$ cat config.mk
export PLATFORM = sky130hd
export DESIGN_NAME = ilv_unit
export DESIGN_NICKNAME = d
export VERILOG_FILES = /design/src/rtl/ilv_pkg.sv /design/src/rtl/ilv_turn.sv /design/src/rtl/ilv_copy.sv /design/src/rtl/ilv_vdelay.sv /design/src/rtl/ilv_unit.sv
export SDC_FILE = /design/constraint.sdc
export NUM_CORES = 1
export LEC_CHECK = 0
export CAP_MARGIN = 20
export CORE_UTILIZATION = 60
export CTS_BUF_LIST = sky130_fd_sc_hd__clkbuf_4 sky130_fd_sc_hd__clkbuf_8
export CTS_CLUSTER_SIZE = 25
export DETAILED_ROUTE_END_ITERATION = 16
export PLACE_DENSITY = 0.89
export SLEW_MARGIN = 20
export SYNTH_ARGS = -nofsm -noshare
export SYNTH_HDL_FRONTEND = slang
export SYNTH_SLANG_ARGS = --single-unit
$ cat constraint.sdc
create_clock -name clk -period 3.95 [get_ports clk]
set_input_delay 0.395 -clock clk [delete_from_list [all_inputs] [get_ports clk]]
set_output_delay 0.395 -clock clk [all_outputs]
set_load 0.01 [all_outputs]
$ cat src/rtl/ilv_pkg.sv
package ilv_pkg;
  localparam int unsigned DEF_WIDTH  = 8;
  localparam int unsigned DEF_COPIES = 2;
  localparam int unsigned DEF_OFFSET = 91;
endpackage

$ cat src/rtl/ilv_turn.sv
module ilv_turn #(
  parameter int unsigned COPIES = ilv_pkg::DEF_COPIES,
  localparam int unsigned SW = (COPIES > 1) ? $clog2(COPIES) : 1
) (
  input  logic              clk,
  input  logic              rst,
  output logic [SW-1:0]     turn,
  output logic [SW-1:0]     pick,
  output logic [COPIES-1:0] load_vec
);
  localparam logic [SW-1:0] LAST = SW'(COPIES - 1);

  always_ff @(posedge clk) begin
    if (rst) turn <= '0;
    else     turn <= (turn == LAST) ? '0 : turn + 1'b1;
  end

  // the oldest loaded copy is the one that will load next
  assign pick = (turn == LAST) ? '0 : turn + 1'b1;

  for (genvar i = 0; i < COPIES; i++) begin : g_dec
    assign load_vec[i] = (turn == SW'(i));
  end

  assert_turn_wrap_R1: assert property (@(posedge clk) disable iff (rst)
    (turn == LAST) |=> (turn == '0));
  assert_turn_range_R1: assert property (@(posedge clk) disable iff (rst)
    turn <= LAST);
  assert_one_load_R1: assert property (@(posedge clk) disable iff (rst)
    $countones(load_vec) == 1);
endmodule

$ cat src/rtl/ilv_copy.sv
module ilv_copy #(
  parameter int unsigned WIDTH  = ilv_pkg::DEF_WIDTH,
  parameter int unsigned OFFSET = ilv_pkg::DEF_OFFSET
) (
  input  logic             clk,
  input  logic             rst,
  input  logic             load,
  input  logic [WIDTH-1:0] x,
  output logic [WIDTH-1:0] result
);
  logic [WIDTH-1:0] held;
  logic [WIDTH-1:0] tripled;

  always_ff @(posedge clk) begin
    if (rst)       held <= '0;
    else if (load) held <= x;
  end

  // slow stand-in function, given COPIES-1 cycles to settle
  always_comb begin
    tripled = held + (held << 1);
    result  = (tripled ^ (held >> 1)) + WIDTH'(OFFSET);
  end

  assert_hold_keep_R2: assert property (@(posedge clk) disable iff (rst)
    !load |=> $stable(held));
endmodule

$ cat src/rtl/ilv_vdelay.sv
module ilv_vdelay #(
  parameter int unsigned DEPTH = ilv_pkg::DEF_COPIES,
  localparam int unsigned CW = $clog2(DEPTH + 1)
) (
  input  logic clk,
  input  logic rst,
  input  logic vin,
  output logic vout
);
  logic [DEPTH-1:0] stages;
  logic [CW-1:0]    warm;

  always_ff @(posedge clk) begin
    if (rst) stages <= '0;
    else     stages <= {stages[DEPTH-2:0], vin};
  end

  assign vout = stages[DEPTH-1];

  // edges since reset, saturating; only used by the check below
  always_ff @(posedge clk) begin
    if (rst)                    warm <= '0;
    else if (warm != CW'(DEPTH)) warm <= warm + 1'b1;
  end

  assert_no_stale_valid_R6: assert property (@(posedge clk) disable iff (rst)
    (warm < CW'(DEPTH)) |-> !vout);
endmodule

$ cat src/rtl/ilv_unit.sv
module ilv_unit #(
  parameter int unsigned WIDTH  = ilv_pkg::DEF_WIDTH,
  parameter int unsigned COPIES = ilv_pkg::DEF_COPIES,
  parameter int unsigned OFFSET = ilv_pkg::DEF_OFFSET
) (
  input  logic             clk,
  input  logic             rst,
  input  logic             in_valid,
  input  logic [WIDTH-1:0] in_data,
  output logic             out_valid,
  output logic [WIDTH-1:0] out_data
);
  localparam int unsigned SW = (COPIES > 1) ? $clog2(COPIES) : 1;

  logic [SW-1:0]     turn;
  logic [SW-1:0]     pick;
  logic [COPIES-1:0] load_vec;
  logic [WIDTH-1:0]  res [COPIES];

  ilv_turn #(.COPIES(COPIES)) u_turn (
    .clk(clk), .rst(rst), .turn(turn), .pick(pick), .load_vec(load_vec)
  );

  for (genvar i = 0; i < COPIES; i++) begin : g_copy
    ilv_copy #(.WIDTH(WIDTH), .OFFSET(OFFSET)) u_copy (
      .clk(clk), .rst(rst), .load(load_vec[i]), .x(in_data), .result(res[i])
    );
  end

  always_ff @(posedge clk) begin
    if (rst) out_data <= '0;
    else     out_data <= res[pick];
  end

  ilv_vdelay #(.DEPTH(COPIES)) u_vdelay (
    .clk(clk), .rst(rst), .vin(in_valid), .vout(out_valid)
  );

  assert_read_not_load_R2: assert property (@(posedge clk) disable iff (rst)
    pick != turn);
endmodule

* After elaboration in Yosys (flattened, before gate mapping)
Index checks and enable logic that the tools add are counted. W data, S select, Z words.
Cells by class: add/subtract/negate cells 5, multiply operators 0, div/mod/pow operators 0, magnitude comparators 1, eq/ne operators 0, shift-type cells 0, mux-type cells 4, bitwise logic cells 3, reduce and logical (&&, ||, !) cells 0
Operators by type and width (number):
- $mux W8 | 3
- $add A8 B7 Y8 const B | 2
- $add A8 B8 Y8 | 2
- $xor A8 B7 Y8 | 2
- $ge A2 B2 Y1 const B | 1
- $not A1 Y2 | 1
- $add A1 B1 Y1 const B | 1
- $mux W1 | 1
Storage, ports and cells: flip-flop bits (word level) 27, latch bits 0, memory bits (writable) 0, memory bits (read-only) 0, input bits 11, memories kept 0

* Logic depth before layout (Yosys ltp)
depth in word-level cells 6, mapped depth 9, gate-level depth less buffers 9

* By module
A second synthesis with hierarchy kept.
Unflattened totals: cell total of the unflattened synthesis 197, area, all modules 1845.5 sq um
Modules (own cells, without submodules):
- ilv_copy at g_copy[1].u_copy | times used 1, cells each 81, area each 740.7 sq um, seq. area each 160.2 sq um
- ilv_copy at g_copy[0].u_copy | times used 1, cells each 81, area each 724.4 sq um, seq. area each 160.2 sq um
- ilv_unit | times used 1, cells each 26, area each 285.3 sq um, seq. area each 160.2 sq um
- ilv_vdelay | times used 1, cells each 4, area each 52.6 sq um, seq. area each 40.0 sq um
- ilv_turn | times used 1, cells each 5, area each 42.5 sq um, seq. area each 20.0 sq um

* Least setup slack after synthesis
Ideal clock, no wire load.
kind register -> register, start point register g_copy[1].u_copy.held[1], end point register out_data[7], library setup time 0.121 ns, arrival time 2.062 ns, data required time 3.829 ns, path slack 1.767 ns, stages on the path, launching flop included 9, path buffers 0, period minus slack after synthesis 2.183 ns, cell sequence dfxtp_1 -> ha_1 -> fa_1 -> xor2_1 -> mux2i_1 -> a211o_1 -> nand3b_1 -> a21oi_1 -> mux2_2
On the way: longest elaborated chain between the ends 6
Ends and longest elaborated chain:
- from (decl) | RTL line ilv_copy.sv:11 | logic [WIDTH-1:0] held;
- from (signal assigned) | RTL line ilv_copy.sv:15 | if (rst) held <= '0;
- from (signal assigned) | RTL line ilv_copy.sv:16 | else if (load) held <= x;
- $add A8 B8 Y8 | RTL line ilv_copy.sv:21 | tripled = held + (held << 1);
- $xor A8 B7 Y8 * | RTL line ilv_copy.sv:22 | result = (tripled ^ (held >> 1)) + WIDTH'(OFFSET);
- $add A8 B7 Y8 * | RTL line ilv_copy.sv:22
- $mux W8 (implied by the code) * (3 in a row) | RTL line ilv_unit.sv:32 | else out_data <= res[pick];
- to (signal assigned) | RTL line ilv_unit.sv:32
- to (decl) | RTL line ilv_unit.sv:11 | output logic [WIDTH-1:0] out_data
Mark *: on every way between the ends. The rest lies on a longest branch, timed or not. The select of a mux whose other input is x is not followed. A chain may end at the register's enable or synchronous reset.

* Worst setup path after layout
start point register u_turn.turn, end point register out_data[6]
On the way: longest elaborated chain between the ends 6
Ends and longest elaborated chain:
- from (decl) | RTL line ilv_turn.sv:7 | output logic [SW-1:0] turn,
- from (signal assigned) | RTL line ilv_turn.sv:15 | else turn <= (turn == LAST) ? '0 : turn + 1'b1;
- $add A1 B1 Y1 | RTL line ilv_turn.sv:19 | assign pick = (turn == LAST) ? '0 : turn + 1'b1;
- $mux W1 *
- $not A1 Y2 (implied by the code) * | RTL line ilv_unit.sv:32
- $mux W8 (implied by the code) * (3 in a row) | RTL line ilv_unit.sv:32
Marked as above.

==> impl_metrics.py <==
metrics = {
    "critical_path": {
        "critPathArrivalTime_ns": 2.87,
        "reg2reg_depth": 6,
        "crit_path_start_kind": "flop",
        "rrSetupSlack_ns": 1.35,
        "crit_buf_inv": 1,
        "path_cells": "inv_2 -> and4_4 -> nor4_4 -> or3b_1 -> a21o_1 -> a21oi_2",
        "end_kind": "flop",
        "slowest_delay_ns": 0.98,
        "cp_top_family": "flip-flops",
        "cp_max_fo": 25,
        "reg2reg_to": "out_data[6]",
        "crit_type": "flop to flop",
        "cpMaxStageDelayCell": "dfxtp_1",
        "rr_startpoint": "u_turn.turn",
        "required_ns": 4.22,
    },
    "synthesis": {
        "synth_xor_area_share_pct": 10.6,
        "synthAdderAreaFrac_pct": 11.8,
        "synth_top_cell_by_area": "dfxtp_1",
        "syn_inst": 178,
        "ys_warn_count": 0,
        "synth.ff_latch_count": 27,
        "synth-edff-count": 0,
        "seq_area_frac_synth_pct": 31.4,
        "synth_cell_type_count": 44,
        "syn-mean-instance-area_sq_um": 9.67,
        "synthFlopType": "dfxtp_1",
        "syn_nets": 204,
        "synth-compound-area-share_pct": 9.81,
        "synth_top_area_share_pct": 31.4,
        "synth_top_family_by_area": "simple AND/OR/NAND/NOR gates",
        "yosys.area_share.simple_pct": 19.3,
        "synth_mux_area_share_pct": 14.8,
        "synthTopCellsByArea": "dfxtp_1, mux2i_1, ha_1",
        "syn_area_sq_um": 1720,
        "async_flop_share_pct": 0,
    },
    "die": {
        "rows": 19,
        "core_area_sq_um": 2730,
        "design.die.area_sq_um": 3090,
        "die_h_microns": 55.6,
        "initial_utilization_pct": 63.0,
        "die_w_microns": 55.6,
        "io_pins": 20,
    },
    "global_route": {
        "grt_max_degree": 29,
        "grt_pass1_vias": 1393,
        "grt_pass1_wl_microns": 5800,
        "grt_usage_pct": 23.5,
        "grt_overflow": 0,
        "grt_antenna_before_repair": 0,
    },
    "sta": {
        "hold_viol": 0,
        "period_share_pct": 65.9,
        "finalClockSkew_ns": 0.00285,
        "fin_ws_ns": 1.35,
        "setup_viol": 0,
        "slew_violations": 0,
        "fin_crit_ns": 2.60,
        "tightestPinTransition_ns": 0.968,
        "fmax_mhz": 384,
        "rsz0062_at_grt": "no",
        "relSlewSlack_pct": 35.2,
        "fin_setup_tns_ns": 0,
    },
    "place": {
        "dpl.hpwl_microns": 2680,
        "dpl-instance-area_sq_um": 1920,
        "gp_congestion": 0.773,
        "pre_cts_ws_ns": 1.40,
        "io_buffers": 19,
    },
    "hold_path": {
        "worstHoldPathType": "flop to flop",
        "min_from": "u_vdelay.stages[0]",
        "holdPathEnd": "u_vdelay.stages[1]",
        "holdPathStages": 1,
    },
    "clock_tree": {
        "clk_pin_slew_ns": 0.14,
        "clk_latency_ns": 0.33,
        "htree_levels": 1,
        "numCtsBuffers": 3,
        "postCtsHoldBufs": 0,
        "cts_sinks": 27,
        "root_buffer": "clkbuf_4",
        "cts_resized": 0,
        "cts_tree": "done",
        "post-cts-setup-buffer-count": 0,
        "clk_path_buf_depth": 2,
    },
    "run": {
        "maxCapViolCount": 0,
    },
    "detailed_routing": {
        "antenna_left": 0,
        "via_per_inst": 5.98,
        "drt-total-wl_microns": 3360,
        "drtIter0Drc": 30,
        "post-route-drc-count": 0,
        "wl_per_cell_microns": 14.8,
        "vias": 1358,
        "drt_first_pass_iters": 4,
    },
    "finish": {
        "antenna_cells": 0,
        "stdcell_area_sq_um": 1950,
        "fillers": 213,
        "syn_to_final_growth_pct": 13.2,
        "num-nets-final": 223,
        "layout-drive-gt1-share_pct": 8.16,
    },
    "status": {
        "status": "finished clean",
    },
    "power": {
        "ir_drop_v": 0.000233,
        "power.density_nw_per_um2": 361,
        "p_leak_nw": 0.856,
    },
}
-- how the worst max path moves through the flow --
stage | start | endpoint | slack [ns] | cells past startpoint
after floorplan | g_copy[1].u_copy.held[1] | out_data[7] | 1.77 | 8
after global placement | u_turn.turn | out_data[6] | 1.51 | 6
after detailed placement | u_turn.turn | out_data[6] | 1.40 | 6
after CTS | u_turn.turn | out_data[6] | 1.37 | 6
after global routing | u_turn.turn | out_data[6] | 1.20 | 6
final | u_turn.turn | out_data[6] | 1.35 | 6
-- cells by family (layout without fill, tap and decap cells) --
kind of cell,count (synthesis),in the layout
simple gates,60,60
xor+xnor,20,20
compound gates,24,24
mux,25,25
flops,27,27
buf+inv,7,25
fa+ha+maj,15,15
-- cells in the final DEF, fill, tap and decap left out, types with 2 or more instances in the layout --
master,synthesis,routed
a211oi_1,3,3
a21boi_0,2,2
a21o_1,3,3
a21oi_1,7,7
a31o_2,2,2
and2_1,3,3
clkbuf_4,0,3
clkdlybuf4s50_1,0,19
dfxtp_1,27,27
fa_1,2,2
ha_1,13,13
mux2i_1,23,23
nand2_1,3,3
nand3_1,5,5
nand3b_1,2,2
nand4_1,2,2
nor2_1,25,25
nor2b_1,4,4
nor3_1,4,4
or3_1,2,2
xnor2_1,10,10
xor2_1,9,9
-- synthesized netlist by cell type (2+ instances only) --
cell	instances
dfxtp_1	27
nor2_1	25
mux2i_1	23
ha_1	13
xnor2_1	10
xor2_1	9
a21oi_1	7
nand3_1	5
nor2b_1	4
nor3_1	4
a211oi_1	3
a21o_1	3
and2_1	3
buf_2	3
nand2_1	3
a21boi_0	2
a31o_2	2
clkbuf_1	2
fa_1	2
nand3b_1	2
nand4_1	2
or3_1	2
-- layer usage --
layer	up-vias	GRT usage [%]	part of all wire, %
met5	-	0	0
met4	0	11.8	3.5
met3	11	3.75	3.7
met2	37	41.0	50
met1	632	27.7	43
li1	678	-	-
-- power by group --
group / internal, mW / switching, mW / leakage [nW] / total (mW)
logic: 0.134 / 0.120 / 0.615 / 0.254
registers: 0.303 / 0.0254 / 0.224 / 0.328
clock network: 0.0381 / 0.0842 / 0.0177 / 0.122
-- layout make-up --
cell class	instances	area, sq um	share of cell area [%]
clock buffers	3	22.5	1.16
clock inverters	1	5.00	0.257
inverters	1	3.75	0.193
multi-input cells	144	1140	58.5
flip-flops and latches	27	541	27.7
well taps	31	38.8	1.99
repair buffers	20	198	10.1
-- registers in the layout (all words and copies together), names as in the netlist --
name	flops
u_turn.turn	1
out_data	8
g_copy.u_copy.held	16
u_vdelay.stages	2
-- through the flow --
step / utilization, % / hold slack (ns) / instances / total power, mW
6_report: 71.3 / 0.457 / 227 / 0.705
5_1_grt: 71.3 / 0.472 / 227 / 0.744
4_1_cts: 71.3 / 0.460 / 227 / 0.708
3_5_place_dp: 70.3 / 0.432 / 223 / 0.588
3_3_place_gp: 70.3 / 0.432 / 223 / 0.572
2_1_floorplan: - / 0.414 / 178 / 0.505
Note: power is estimated with default switching activity, not from simulation.
